### src/rtl/scb_pkg.sv
package scb_pkg;
   // Index width for a buffer of n bytes, never less than one bit
   function automatic int unsigned idx_w(input int unsigned n);
      return (n < 2) ? 1 : $clog2(n);
   endfunction

   typedef struct packed {
      logic rcvd;
      logic ovr;
   } scb_flags_t;
endpackage

### src/rtl/scb_store.sv
module scb_store #(
   parameter int unsigned BYTES  = 8,
   parameter int unsigned DATA_W = 8,
   parameter int unsigned IW     = 3
) (
   input  logic              clk,
   input  logic              rst_n,
   input  logic              start,
   input  logic              wr_en,
   input  logic [DATA_W-1:0] wr_data,
   input  logic [IW-1:0]     rd_idx,
   output logic              capturing,
   output logic              done,
   output logic [DATA_W-1:0] rd_byte
);
   localparam logic [IW-1:0] LAST = IW'(BYTES - 1);

   logic [IW-1:0]     wr_idx;
   logic              wr_go;
   logic [DATA_W-1:0] cells [BYTES];

   assign wr_go = capturing && wr_en && !start;
   assign done  = wr_go && (wr_idx == LAST);

   always_ff @(posedge clk) begin
      if (!rst_n) begin
         wr_idx    <= '0;
         capturing <= 1'b0;
      end else if (start) begin
         wr_idx    <= '0;
         capturing <= 1'b1;
      end else if (wr_go) begin
         wr_idx <= wr_idx + 1'b1;
         if (wr_idx == LAST) capturing <= 1'b0;
      end
   end

   for (genvar g = 0; g < BYTES; g++) begin : g_cell
      always_ff @(posedge clk) begin
         if (!rst_n)
            cells[g] <= '0;
         else if (wr_go && (wr_idx == IW'(g)))
            cells[g] <= wr_data;
      end
   end

   assign rd_byte = cells[rd_idx];
endmodule

### src/rtl/scb_rd_port.sv
module scb_rd_port #(
   parameter int unsigned DATA_W       = 8,
   parameter int unsigned IW           = 3,
   parameter bit          X_ON_COLLIDE = 1'b1
) (
   input  logic              clk,
   input  logic              rst_n,
   input  logic              rd,
   input  logic              capturing,
   input  logic [DATA_W-1:0] rd_byte,
   output logic [IW-1:0]     rd_idx,
   output logic [DATA_W-1:0] rdata,
   output logic              rd_ok
);
   logic [DATA_W-1:0] junk;

   if (X_ON_COLLIDE) begin : g_xfill
      assign junk = 'x;
   end else begin : g_zfill
      assign junk = '0;
   end

   always_ff @(posedge clk) begin
      if (!rst_n) begin
         rd_idx <= '0;
         rdata  <= '0;
         rd_ok  <= 1'b0;
      end else begin
         rd_ok <= rd && !capturing;
         if (rd) begin
            rd_idx <= rd_idx + 1'b1;
            rdata  <= capturing ? junk : rd_byte;
         end
      end
   end
endmodule

### src/rtl/scb_flags.sv
module scb_flags (
   input  logic              clk,
   input  logic              rst_n,
   input  logic              start,
   input  logic              done,
   input  logic              rd_partial,
   input  logic              clr_rcvd,
   input  logic              clr_ovr,
   output scb_pkg::scb_flags_t flags
);
   always_ff @(posedge clk) begin
      if (!rst_n) begin
         flags <= '0;
      end else begin
         if (done)          flags.rcvd <= 1'b1;
         else if (start)    flags.rcvd <= 1'b0;
         else if (clr_rcvd) flags.rcvd <= 1'b0;

         if (start && rd_partial) flags.ovr <= 1'b1;
         else if (clr_ovr)        flags.ovr <= 1'b0;
      end
   end
endmodule

### src/rtl/setup_capture_buf.sv
module setup_capture_buf #(
   parameter int unsigned BYTES        = 8,
   parameter int unsigned DATA_W       = 8,
   parameter bit          X_ON_COLLIDE = 1'b1
) (
   input  logic              clk,
   input  logic              rst_n,
   input  logic              usb_start,
   input  logic              usb_wr_en,
   input  logic [DATA_W-1:0] usb_wr_data,
   input  logic              cpu_rd,
   input  logic              cpu_clr_rcvd,
   input  logic              cpu_clr_ovr,
   output logic [DATA_W-1:0] cpu_rdata,
   output logic              cpu_rd_ok,
   output logic              capturing,
   output logic              setup_rcvd,
   output logic              overrun
);
   localparam int unsigned IW = scb_pkg::idx_w(BYTES);

   if (BYTES < 2 || (BYTES & (BYTES - 1)) != 0) begin : g_bad_bytes
      $error("setup_capture_buf: BYTES must be a power of two, at least 2");
   end
   if (DATA_W < 1) begin : g_bad_width
      $error("setup_capture_buf: DATA_W must be positive");
   end

   logic              done;
   logic [IW-1:0]     rd_idx;
   logic [DATA_W-1:0] rd_byte;
   scb_pkg::scb_flags_t flags;

   scb_store #(.BYTES(BYTES), .DATA_W(DATA_W), .IW(IW)) u_store (
      .clk(clk), .rst_n(rst_n), .start(usb_start), .wr_en(usb_wr_en),
      .wr_data(usb_wr_data), .rd_idx(rd_idx), .capturing(capturing),
      .done(done), .rd_byte(rd_byte)
   );

   scb_rd_port #(.DATA_W(DATA_W), .IW(IW), .X_ON_COLLIDE(X_ON_COLLIDE)) u_rd (
      .clk(clk), .rst_n(rst_n), .rd(cpu_rd), .capturing(capturing),
      .rd_byte(rd_byte), .rd_idx(rd_idx), .rdata(cpu_rdata), .rd_ok(cpu_rd_ok)
   );

   scb_flags u_flags (
      .clk(clk), .rst_n(rst_n), .start(usb_start), .done(done),
      .rd_partial(rd_idx != '0), .clr_rcvd(cpu_clr_rcvd),
      .clr_ovr(cpu_clr_ovr), .flags(flags)
   );

   assign setup_rcvd = flags.rcvd;
   assign overrun    = flags.ovr;
endmodule

### config.mk
export PLATFORM = sky130hd
export DESIGN_NAME = setup_capture_buf
export DESIGN_NICKNAME = d
export VERILOG_FILES = /design/src/rtl/scb_pkg.sv /design/src/rtl/scb_store.sv /design/src/rtl/scb_rd_port.sv /design/src/rtl/scb_flags.sv /design/src/rtl/setup_capture_buf.sv
export SDC_FILE = /design/constraint.sdc
export NUM_CORES = 1
export LEC_CHECK = 0
export ABC_AREA = 0
export BUFFER_PORTS_ARGS = -buffer_cell sky130_fd_sc_hd__buf_2
export CAP_MARGIN = 15
export CORE_MARGIN = 5
export CORE_UTILIZATION = 40
export CTS_BUF_LIST = sky130_fd_sc_hd__clkbuf_2
export CTS_CLUSTER_SIZE = 10
export DETAILED_ROUTE_END_ITERATION = 10
export PLACE_DENSITY = 0.53
export REMOVE_ABC_BUFFERS = 1
export SLEW_MARGIN = 0
export SYNTH_ARGS = -nofsm -noshare
export SYNTH_HDL_FRONTEND = slang
export SYNTH_HIERARCHICAL = 1
export SYNTH_SLANG_ARGS = --single-unit
### constraint.sdc
create_clock -name clk -period 2.7 [get_ports clk]
set_input_delay 0.54 -clock clk [delete_from_list [all_inputs] [get_ports clk]]
set_output_delay 0.54 -clock clk [all_outputs]
set_load 0.05 [all_outputs]
### Yosys cells after proc, flatten, opt, wreduce, memory -nomap -nowiden

Memory sizes are Yosys's and may differ from the RTL's. A register that Yosys moved wholly into a read port is not among the register bits.
Index checks and enable logic that the tools add are counted.

| word-level totals | value |
|---|---|
| bits in registers | 10 |
| RAM bits | 64 |
| word-level logic and storage cells | 89 |
| output and inout port bits | 12 |
| memories kept | 1 |
| bits of input ports | 15 |

| operators by class | value |
|---|---|
| multiplexer cells | 41 |
| $add $sub $neg | 2 |
| bitwise gates (word level) | 9 |
| eq/ne operators | 7 |
| reduce and logical (&&, ||, !) cells | 23 |

Memory list:

| memory | depth | width | read ports | clocked after Yosys merged registers in | write ports | RTL line | text |
|---|---|---|---|---|---|---|---|
| u_store.cells | 8 | 8 | 1 | 1 | 8 | scb_store.sv:20 | `logic [DATA_W-1:0] cells [BYTES];` |

Operators by type and width:

| operator | count |
|---|---|
| $mux 8 | 8 |
| $mux 1 | 33 |
| $eq 3x3->1 const B | 4 |
| $logic_and 1x1->1 | 12 |
| $or 1x1->1 | 8 |
| $add 3x1->3 const B | 2 |
| $eq 3x2->1 const B | 2 |
| $reduce_bool 2->1 | 3 |
| $reduce_bool 3->1 | 2 |
| $eq 3x1->1 const B | 1 |
| $logic_not 1->1 | 3 |
| $logic_not 3->1 | 1 |
| $reduce_and 2->1 | 1 |
| $reduce_or 2->1 | 1 |
| $not 1->1 | 1 |

### Logic depth before layout (Yosys ltp)

Gate-level depths: netlist of the first run.

| logic depth | value |
|---|---|
| depth after elaboration | 7 |
| gate-level depth with buffers | 6 |
| mapped depth without buffers | 5 |

### Cells and area by module

Netlist of the first run, hierarchy kept.

Modules (own cells, without submodules):

| module | area each (µm²) | instances | cells each |
|---|---|---|---|
| scb_store | 3254.4 | 1 | 227 |
| scb_rd_port | 462.9 | 1 | 40 |
| scb_flags | 77.6 | 1 | 7 |
| setup_capture_buf | 6.3 | 1 | 1 |

### Worst setup path before layout of the first run

No wires, ideal clock.

| timing | value |
|---|---|
| path kind | register to register |
| from | register u_store.capturing |
| to | memory u_store.cells[5][0], enable pin |
| cell stages (with the launch flop) | 5 |
| data arrival time | 1931 ps |
| path slack | 385 ps |
| library setup time | 384 ps |
| buffers on the path | 2 |
| period minus slack after synthesis | 2315 ps |
| cell sequence | dfxtp_1 clkbuf_1 clkbuf_1 nand3_1 o21ai_0 |

RTL lines:

| what | RTL line | text |
|---|---|---|
| start: declaration | scb_store.sv:12 | `output logic capturing,` |
| start signal: assignment | scb_store.sv:28 | `capturing <= 1'b0;` |
| start signal: assignment | scb_store.sv:31 | `capturing <= 1'b1;` |
| start signal: assignment | scb_store.sv:34 | `if (wr_idx == LAST) capturing <= 1'b0;` |
| end: declaration | scb_store.sv:20 |  |

### Worst setup path after layout of the first run

| timing | value |
|---|---|
| from | register u_store.capturing |
| to | output port capturing |

RTL lines:

| what | RTL line | text |
|---|---|---|
| end: declaration | setup_capture_buf.sv:16 | `output logic capturing,` |

No word-level cell between the ends.

==> metrics.txt, run 1 <==
# TYPE chip_impl_metric gauge
chip_impl_info{name="result_of_the_run",value="finished, final reports clean"} 1
chip_impl_metric{name="cp.depth",unit=""} 1
chip_impl_metric{name="n_antenna_cell",unit=""} 0
chip_impl_info{name="r2r-start",value="u_store/capturing$_SDFFE_PN0P_"} 1
chip_impl_metric{name="floorplan.die.width",unit="µm"} 107
chip_impl_metric{name="ios",unit=""} 27
chip_impl_metric{name="portion_of_synthesized_cell_area_occupied_by_the_leading_cell_type",unit="%"} 50.6
chip_impl_info{name="worstPathCellList",value="buf_2"} 1
chip_impl_metric{name="post_route_cells_drive_above_1_share",unit="%"} 21.2
chip_impl_metric{name="final_antenna_net_count",unit=""} 0
chip_impl_metric{name="clock-skew-final",unit="ns"} 0.0218
chip_impl_metric{name="r2r_cells",unit=""} 2
chip_impl_info{name="cp-start-kind",value="flip-flop"} 1
chip_impl_metric{name="synth_area",unit="µm²"} 3800
chip_impl_info{name="synth_top_cell_by_area",value="sky130_fd_sc_hd__edfxtp_1"} 1
chip_impl_metric{name="largest_fanout_on_the_critical_path",unit=""} 17
chip_impl_metric{name="yosysWarningCount",unit=""} 6
chip_impl_metric{name="cp_data_arrival_time",unit="ns"} 1.66
chip_impl_metric{name="grt-ovfl-total",unit=""} 0
chip_impl_metric{name="drt_first_pass_iters",unit=""} 4
chip_impl_metric{name="number_of_global_route_vias_before_repair",unit=""} 2240
chip_impl_metric{name="tightest_slew",unit="ns"} 0.749
chip_impl_metric{name="synth_edf_count",unit=""} 64
chip_impl_info{name="ys_dominant_reg_cell",value="sky130_fd_sc_hd__edfxtp_1"} 1
chip_impl_metric{name="hold_violations",unit=""} 0
chip_impl_info{name="cts_root_buffer",value="sky130_fd_sc_hd__clkbuf_2"} 1
chip_impl_info{name="slowest_stage",value="sky130_fd_sc_hd__dfxtp_1"} 1
chip_impl_metric{name="cpPeakStageDelay",unit="ns"} 0.78
chip_impl_metric{name="max-vdd-ir-drop",unit="V"} 0.000217
chip_impl_metric{name="synth_unique_cells",unit=""} 33
chip_impl_metric{name="coreArea",unit="µm²"} 9240
chip_impl_metric{name="grt_start_max_net_pins",unit=""} 20
chip_impl_metric{name="layout_min_cycle_time",unit="ns"} 2.20
chip_impl_metric{name="reg2reg_setup_slack",unit="ns"} 0.73
chip_impl_metric{name="maxSlewHeadroom",unit="%"} 50.0
chip_impl_metric{name="slew_viol_final",unit=""} 0
chip_impl_metric{name="cts_buffers",unit=""} 9
chip_impl_metric{name="avg_synthesized_cell_area",unit="µm²"} 13.8
chip_impl_metric{name="drt-initial-drc-count",unit=""} 237
chip_impl_metric{name="min_period_over_period",unit="%"} 81.4
chip_impl_metric{name="hpwl",unit="mm"} 5.72
chip_impl_metric{name="grt_first_pass_wirelength",unit="mm"} 13.0
chip_impl_metric{name="drc_viols",unit=""} 0
chip_impl_metric{name="ys_seq_elements",unit=""} 82
chip_impl_info{name="worstSetupEndpoint",value="capturing"} 1
chip_impl_metric{name="cts_setup_buffers",unit=""} 0
chip_impl_metric{name="place_worst_setup_slack",unit="ns"} 0.794
chip_impl_metric{name="gp_congestion",unit=""} 0.784
chip_impl_metric{name="max_cap_viols",unit=""} 0
chip_impl_metric{name="final.setup.worst_slack",unit="ns"} 0.501
chip_impl_metric{name="portBuffers",unit=""} 26
chip_impl_metric{name="worstPathRequired",unit="ns"} 2.16
chip_impl_info{name="cts_tree",value="built"} 1
chip_impl_metric{name="die_height",unit="µm"} 107
chip_impl_metric{name="clk_transition_reported_paths",unit="ns"} 0.22
chip_impl_metric{name="synth.yosys.seq_area_share",unit="%"} 60.0
chip_impl_metric{name="routed_wirelength",unit="mm"} 8.23
chip_impl_metric{name="die_area",unit="µm²"} 11600
chip_impl_metric{name="worstPathBufferInverterCount",unit=""} 1
chip_impl_metric{name="route.detailed.wl_per_inst",unit="µm"} 18.9
chip_impl_info{name="worst_hold_path_type",value="in2reg"} 1
chip_impl_info{name="layout_common_cells",value="sky130_fd_sc_hd__nor3_1 (64), sky130_fd_sc_hd__edfxtp_1 (64), sky130_fd_sc_hd__buf_2 (26), sky130_fd_sc_hd__dfxtp_1 (18), sky130_fd_sc_hd__mux4_1 (15)"} 1
chip_impl_info{name="cp-end-kind",value="output pin"} 1
chip_impl_info{name="crit_start",value="u_store/capturing$_SDFFE_PN0P_"} 1
chip_impl_info{name="cells_taking_the_most_area_after_synthesis",value="sky130_fd_sc_hd__edfxtp_1 (51%), sky130_fd_sc_hd__mux4_1 (10%), sky130_fd_sc_hd__dfxtp_1 (9.5%)"} 1
chip_impl_info{name="setup_crit_path_kind",value="reg2out"} 1
chip_impl_metric{name="max_clock_freq",unit="GHz"} 0.455
chip_impl_metric{name="post_drt_via_cell_ratio",unit=""} 5.33
chip_impl_metric{name="synthCells",unit=""} 275
chip_impl_metric{name="via_count",unit=""} 2323
chip_impl_metric{name="initial_core_utilization",unit="%"} 41.1
chip_impl_info{name="crit_family",value="flip-flops"} 1
chip_impl_metric{name="overall_global_routing_resource_usage",unit="%"} 15.3
chip_impl_metric{name="post_synth_arst_share",unit="%"} 0
chip_impl_metric{name="cts-htree-levels",unit=""} 3
chip_impl_metric{name="setup_violations",unit=""} 0
chip_impl_metric{name="clk_latency",unit="ns"} 0.50
chip_impl_metric{name="cts_hold_buffers_added",unit=""} 0
chip_impl_metric{name="antenna_found_initial",unit=""} 0
chip_impl_metric{name="power-per-cell-area",unit="nW/µm²"} 597
chip_impl_metric{name="post_cts.resized_instances",unit=""} 0
chip_impl_metric{name="area.growth.synth_to_final",unit="%"} 11.0
chip_impl_metric{name="nets",unit=""} 324
chip_impl_metric{name="ctsLongestPathBuffers",unit=""} 2
chip_impl_metric{name="n_fill_cell",unit=""} 838
chip_impl_metric{name="cts_sinks",unit=""} 82
chip_impl_metric{name="setup_tns_final",unit="ns"} 0
chip_impl_info{name="grt_setup_unrepaired",value="no"} 1
chip_impl_metric{name="leakagePower",unit="nW"} 1.56
chip_impl_info{name="timing.rr.end",value="u_store/cells[4][2]$_SDFFCE_PN0P_"} 1
chip_impl_metric{name="row_count",unit=""} 35
[kinds of logic after synthesis]
logic type | after synthesis | synth area share, %
adders and majority gates | 7 | 2.30
DFF | 82 | 60.0
muxes | 34 | 16.0
and+or+nand+nor | 99 | 14.3
AOI/OAI and AO/OA | 17 | 2.86
xor gates and xnor gates | 1 | 0.230
buffers and inverters | 35 | 4.31
[per-layer routing]
metal	part of all wire, %	wire, µm	GRT usage, %	up-vias
met5	0	0	0	-
met1	47	3900	22.8	1114
met4	1.7	136	5.95	0
li1	-	-	-	1105
met2	44	3610	22.1	94
met3	7.0	573	2.58	10
[layout make-up]
cell class / instances / area (µm²) / share of cell area, %
Clock buffer: 10 / 50.0 / 1.19
Sequential cell: 82 / 2280 / 54.1
Tap cell: 129 / 161 / 3.82
Timing Repair Buffer: 37 / 213 / 5.04
Clock inverter: 6 / 106 / 2.52
Inverter: 14 / 52.6 / 1.25
Multi-Input combinational cell: 158 / 1360 / 32.1
[flip-flops by register name (all words and copies together) (netlist names)]
signal / cells
u_store/cells: 64
u_rd/rdata: 8
u_rd/rd_idx: 3
u_store/wr_idx: 3
u_flags/flags: 2
u_rd/rd_ok: 1
u_store/capturing: 1
[worst min path at each step]
| stage | start | endpoint | cells after the start |
|---|---|---|---|
| 2_1_floorplan | u_store/wr_idx[2]$_SDFFE_PP0N_ | u_store/wr_idx[2]$_SDFFE_PP0N_ | 2 |
| 3_3_place_gp | u_flags/flags[0]$_SDFFE_PN0P_ | u_flags/flags[0]$_SDFFE_PN0P_ | 2 |
| 3_5_place_dp | u_flags/flags[0]$_SDFFE_PN0P_ | u_flags/flags[0]$_SDFFE_PN0P_ | 2 |
| 4_1_cts | cpu_clr_ovr | u_flags/flags[0]$_SDFFE_PN0P_ | 3 |
| 5_1_grt | cpu_clr_ovr | u_flags/flags[0]$_SDFFE_PN0P_ | 3 |
| 6_report | cpu_clr_ovr | u_flags/flags[0]$_SDFFE_PN0P_ | 3 |
[power breakdown]
part | internal (mW) | leakage, nW | switching, mW | total, mW
sequential | 1.41 | 0.808 | 0.0322 | 1.44
combinational | 0.104 | 0.664 | 0.164 | 0.269
clock | 0.398 | 0.0896 | 0.412 | 0.810
total | 1.91 | 1.56 | 0.609 | 2.52
[stage by stage]
step | utilization [%] | power [mW] | area [µm²] | std cells | hold slack (ns)
6_report | 45.7 | 2.52 | 4220 | 436 | 0.268
5_1_grt | 45.7 | 2.62 | 4220 | 436 | 0.217
4_1_cts | 45.7 | 2.55 | 4220 | 436 | 0.219
3_5_place_dp | 44.0 | 1.74 | 4060 | 420 | 0.476
3_3_place_gp | 44.0 | 1.74 | 4060 | 420 | 0.468
2_1_floorplan | - | 1.63 | 3690 | 254 | 0.561
[cells in the mapped netlist, types with 2 or more instances]
| cell | number |
|---|---|
| sky130_fd_sc_hd__a21bo_2 | 2 |
| sky130_fd_sc_hd__a21boi_0 | 2 |
| sky130_fd_sc_hd__nand2b_1 | 7 |
| sky130_fd_sc_hd__mux4_1 | 15 |
| sky130_fd_sc_hd__buf_6 | 2 |
| sky130_fd_sc_hd__nand4b_1 | 3 |
| sky130_fd_sc_hd__mux2i_1 | 10 |
| sky130_fd_sc_hd__edfxtp_1 | 64 |
| sky130_fd_sc_hd__ha_1 | 7 |
| sky130_fd_sc_hd__nor3_1 | 64 |
| sky130_fd_sc_hd__clkbuf_1 | 14 |
| sky130_fd_sc_hd__mux2_2 | 8 |
| sky130_fd_sc_hd__nand2_1 | 6 |
| sky130_fd_sc_hd__nand3b_1 | 3 |
| sky130_fd_sc_hd__o21ai_0 | 7 |
| sky130_fd_sc_hd__inv_1 | 13 |
| sky130_fd_sc_hd__dfxtp_1 | 18 |
| sky130_fd_sc_hd__buf_1 | 3 |
| sky130_fd_sc_hd__nand3_1 | 2 |
| sky130_fd_sc_hd__a21oi_1 | 3 |
| sky130_fd_sc_hd__o21a_1 | 2 |
| sky130_fd_sc_hd__nor2b_1 | 9 |
Note: power is estimated with default switching activity, not from simulation.
==> run 2: changes to the inputs <==
--- a/config.mk
+++ b/config.mk
@@ -13,7 +13,7 @@
 export CTS_BUF_LIST = sky130_fd_sc_hd__clkbuf_2
 export CTS_CLUSTER_SIZE = 10
 export DETAILED_ROUTE_END_ITERATION = 10
-export PLACE_DENSITY = 0.53
+export PLACE_DENSITY = 0.55
 export REMOVE_ABC_BUFFERS = 1
 export SLEW_MARGIN = 0
 export SYNTH_ARGS = -nofsm -noshare
==> constraint.sdc (replaced) <==
create_clock -name clk -period 1.88 [get_ports clk]
set_input_delay 0.376 -clock clk [delete_from_list [all_inputs] [get_ports clk]]
set_output_delay 0.376 -clock clk [all_outputs]
set_load 0.05 [all_outputs]
==> metrics.txt, run 2 (same netlist as run 1, synthesis figures left out) <==
# TYPE chip_impl_metric gauge
chip_impl_metric{name="cpPeakStageDelay",unit="ns"} 0.62
chip_impl_metric{name="drt-initial-drc-count",unit=""} 109
chip_impl_metric{name="area.growth.synth_to_final",unit="%"} 12.8
chip_impl_metric{name="portBuffers",unit=""} 26
chip_impl_metric{name="max_cap_viols",unit=""} 0
chip_impl_metric{name="cp_data_arrival_time",unit="ns"} 2.23
chip_impl_metric{name="flip_flop_count_of_the_largest_register_all_copies_and_words_added",unit=""} 64
chip_impl_metric{name="routed_wirelength",unit="mm"} 8.49
chip_impl_metric{name="place_area",unit="µm²"} 4150
chip_impl_metric{name="post_drt_via_cell_ratio",unit=""} 5.19
chip_impl_info{name="slowest_stage",value="sky130_fd_sc_hd__mux4_1"} 1
chip_impl_metric{name="finalInstanceArea",unit="µm²"} 4290
chip_impl_metric{name="grt_start_max_net_pins",unit=""} 20
chip_impl_metric{name="n_antenna_cell",unit=""} 0
chip_impl_metric{name="holdPathStages",unit=""} 3
chip_impl_info{name="cts_root_buffer",value="sky130_fd_sc_hd__clkbuf_2"} 1
chip_impl_metric{name="largest_fanout_on_the_critical_path",unit=""} 19
chip_impl_metric{name="route.detailed.wl_per_inst",unit="µm"} 19.1
chip_impl_metric{name="min_period_over_period",unit="%"} 95.7
chip_impl_metric{name="antenna_found_initial",unit=""} 0
chip_impl_metric{name="slew_viol_final",unit=""} 0
chip_impl_metric{name="clock-skew-final",unit="ns"} 0.0496
chip_impl_metric{name="drc_viols",unit=""} 0
chip_impl_metric{name="fin_cells",unit=""} 444
chip_impl_info{name="timing.hold.worst.start",value="cpu_clr_ovr"} 1
chip_impl_metric{name="cts_buffers",unit=""} 9
chip_impl_metric{name="nets",unit=""} 332
chip_impl_metric{name="power-per-cell-area",unit="nW/µm²"} 818
chip_impl_metric{name="detailroute.wirelength.met2",unit="mm"} 4.18
chip_impl_info{name="result_of_the_run",value="finished, final reports clean"} 1
chip_impl_metric{name="total_power",unit="mW"} 3.51
chip_impl_metric{name="hold_violations",unit=""} 0
chip_impl_metric{name="worstPathRequired",unit="ns"} 2.31
chip_impl_metric{name="grt_first_pass_wirelength",unit="mm"} 13.7
chip_impl_metric{name="clk_transition_reported_paths",unit="ns"} 0.26
chip_impl_metric{name="die_height",unit="µm"} 107
chip_impl_info{name="worst_hold_path_type",value="in2reg"} 1
chip_impl_metric{name="reg2reg_setup_slack",unit="ns"} 0.08
chip_impl_metric{name="setup_violations",unit=""} 0
chip_impl_metric{name="maxSlewHeadroom",unit="%"} 63.8
chip_impl_metric{name="max-vdd-ir-drop",unit="V"} 0.000480
chip_impl_metric{name="cts-htree-levels",unit=""} 3
chip_impl_metric{name="grt-ovfl-total",unit=""} 0
chip_impl_info{name="topRoutingLayerUsed",value="met4"} 1
chip_impl_metric{name="cts_sinks",unit=""} 82
chip_impl_metric{name="final_antenna_net_count",unit=""} 0
chip_impl_metric{name="clk_latency",unit="ns"} 0.55
chip_impl_metric{name="floorplan.die.width",unit="µm"} 107
chip_impl_metric{name="die_area",unit="µm²"} 11600
chip_impl_metric{name="layout_min_cycle_time",unit="ns"} 1.80
chip_impl_info{name="timing.rr.end",value="u_rd/rdata[1]$_SDFFE_PN0P_"} 1
chip_impl_info{name="crit_family",value="multiplexers"} 1
chip_impl_info{name="largest_registers",value="u_store/cells x64, u_rd/rdata x8"} 1
chip_impl_metric{name="ctsLongestPathBuffers",unit=""} 2
chip_impl_info{name="cts_tree",value="built"} 1
chip_impl_info{name="r2r-start",value="u_rd/rd_idx[0]$_SDFFE_PN0P_"} 1
chip_impl_metric{name="max_clock_freq",unit="GHz"} 0.556
chip_impl_metric{name="drt_first_pass_iters",unit=""} 4
chip_impl_info{name="grt_setup_unrepaired",value="no"} 1
chip_impl_info{name="registers.top_by_ff_count",value="u_store/cells"} 1
chip_impl_metric{name="routedLengthMet1",unit="mm"} 3.71
chip_impl_info{name="layout_common_cells",value="sky130_fd_sc_hd__nor3_1 (64), sky130_fd_sc_hd__edfxtp_1 (64), sky130_fd_sc_hd__buf_2 (25), sky130_fd_sc_hd__buf_4 (17), sky130_fd_sc_hd__dfxtp_1 (17)"} 1
chip_impl_metric{name="r2r_cells",unit=""} 5
chip_impl_info{name="hold_path_end",value="u_flags/flags[0]$_SDFFE_PN0P_"} 1
chip_impl_info{name="setup_crit_path_kind",value="reg2reg"} 1
chip_impl_metric{name="cts_setup_buffers",unit=""} 0
chip_impl_metric{name="overall_global_routing_resource_usage",unit="%"} 15.9
chip_impl_metric{name="placed_cells_incl_taps",unit=""} 428
chip_impl_metric{name="met3RoutedLength",unit="µm"} 503
chip_impl_info{name="worstPathCellList",value="buf_12 > mux4_1 > mux2_2 > mux2i_1 > nor2b_1"} 1
chip_impl_metric{name="tightest_slew",unit="ns"} 0.542
chip_impl_metric{name="post_route_cells_drive_above_1_share",unit="%"} 23.5
chip_impl_metric{name="initial_core_utilization",unit="%"} 41.1
chip_impl_metric{name="hpwl",unit="mm"} 5.61
chip_impl_info{name="cp-start-kind",value="flip-flop"} 1
chip_impl_metric{name="worst_hold_slack",unit="ns"} 0.103
chip_impl_metric{name="leakagePower",unit="nW"} 1.60
chip_impl_metric{name="gp_congestion",unit=""} 0.753
chip_impl_metric{name="coreArea",unit="µm²"} 9240
chip_impl_info{name="cp-end-kind",value="flip-flop"} 1
chip_impl_metric{name="row_count",unit=""} 35
chip_impl_metric{name="ios",unit=""} 27
chip_impl_metric{name="number_of_global_route_vias_before_repair",unit=""} 2435
chip_impl_metric{name="worstPathBufferInverterCount",unit=""} 1
chip_impl_metric{name="via_count",unit=""} 2304
chip_impl_metric{name="utilization",unit="%"} 46.4
## run 2: area by class of cell
type                    count  area (µm²)
inverters                  14        52.6
fillers                   847        4950
repair buffers             45         300
flip-flops and latches     82        2290
well taps                 129         161
clock inverters             6        82.6
multi-input cells         158        1360
clock buffers              10        50.0
## run 2: worst max-delay path by stage
stage,slack (ns),from,cells after the start,endpoint
2_1_floorplan,-0.40,u_store/capturing$_SDFFE_PN0P_,2,u_store/cells[3][0]$_SDFFCE_PN0P_
3_3_place_gp,0.13,u_rd/rd_idx[0]$_SDFFE_PN0P_,5,u_rd/rdata[6]$_SDFFE_PN0P_
3_5_place_dp,0.15,u_rd/rd_idx[0]$_SDFFE_PN0P_,5,u_rd/rdata[6]$_SDFFE_PN0P_
4_1_cts,0.04,u_store/capturing$_SDFFE_PN0P_,2,capturing
5_1_grt,0.005,u_rd/rd_idx[0]$_SDFFE_PN0P_,5,u_rd/rdata[1]$_SDFFE_PN0P_
6_report,0.08,u_rd/rd_idx[0]$_SDFFE_PN0P_,5,u_rd/rdata[1]$_SDFFE_PN0P_
## run 2: what timing repair did
item	CTS	global route
resized for setup	2	1
endpoints found under the setup margin	1	1
gates cloned	0	0
hold buffers	0	0
## run 2: stage by stage
stage | setup WS (ns) | setup TNS [ns]
floorplan | -0.396 | -13.60
global placement | 0.131 | 0
detailed placement | 0.149 | 0
CTS | 0.0379 | 0
global route | 0.00486 | 0
finish | 0.0808 | 0
## run 2: worst register-to-register path, delay by kind of cell, from the launching register on
| kind | cells | cell delay [ns] |
|---|---|---|
| and+or+nand+nor | 1 | 0.06 |
| buffers and inverters | 1 | 0.19 |
| DFF | 1 | 0.41 |
| muxes | 3 | 1.03 |
## run 2: routing by layer
metal | GRT usage (%) | vias up
met3 | 4.14 | 9
met4 | 4.06 | 0
met1 | 21.0 | 1115
met2 | 26.1 | 58
met5 | 0 | -
li1 | - | 1122
## run 2: report_power, final
group          internal (mW)  leakage [nW]  switching (mW)
clock                  0.440        0.0833           0.603
sequential              2.02         0.809          0.0385
combinational          0.164         0.708           0.243
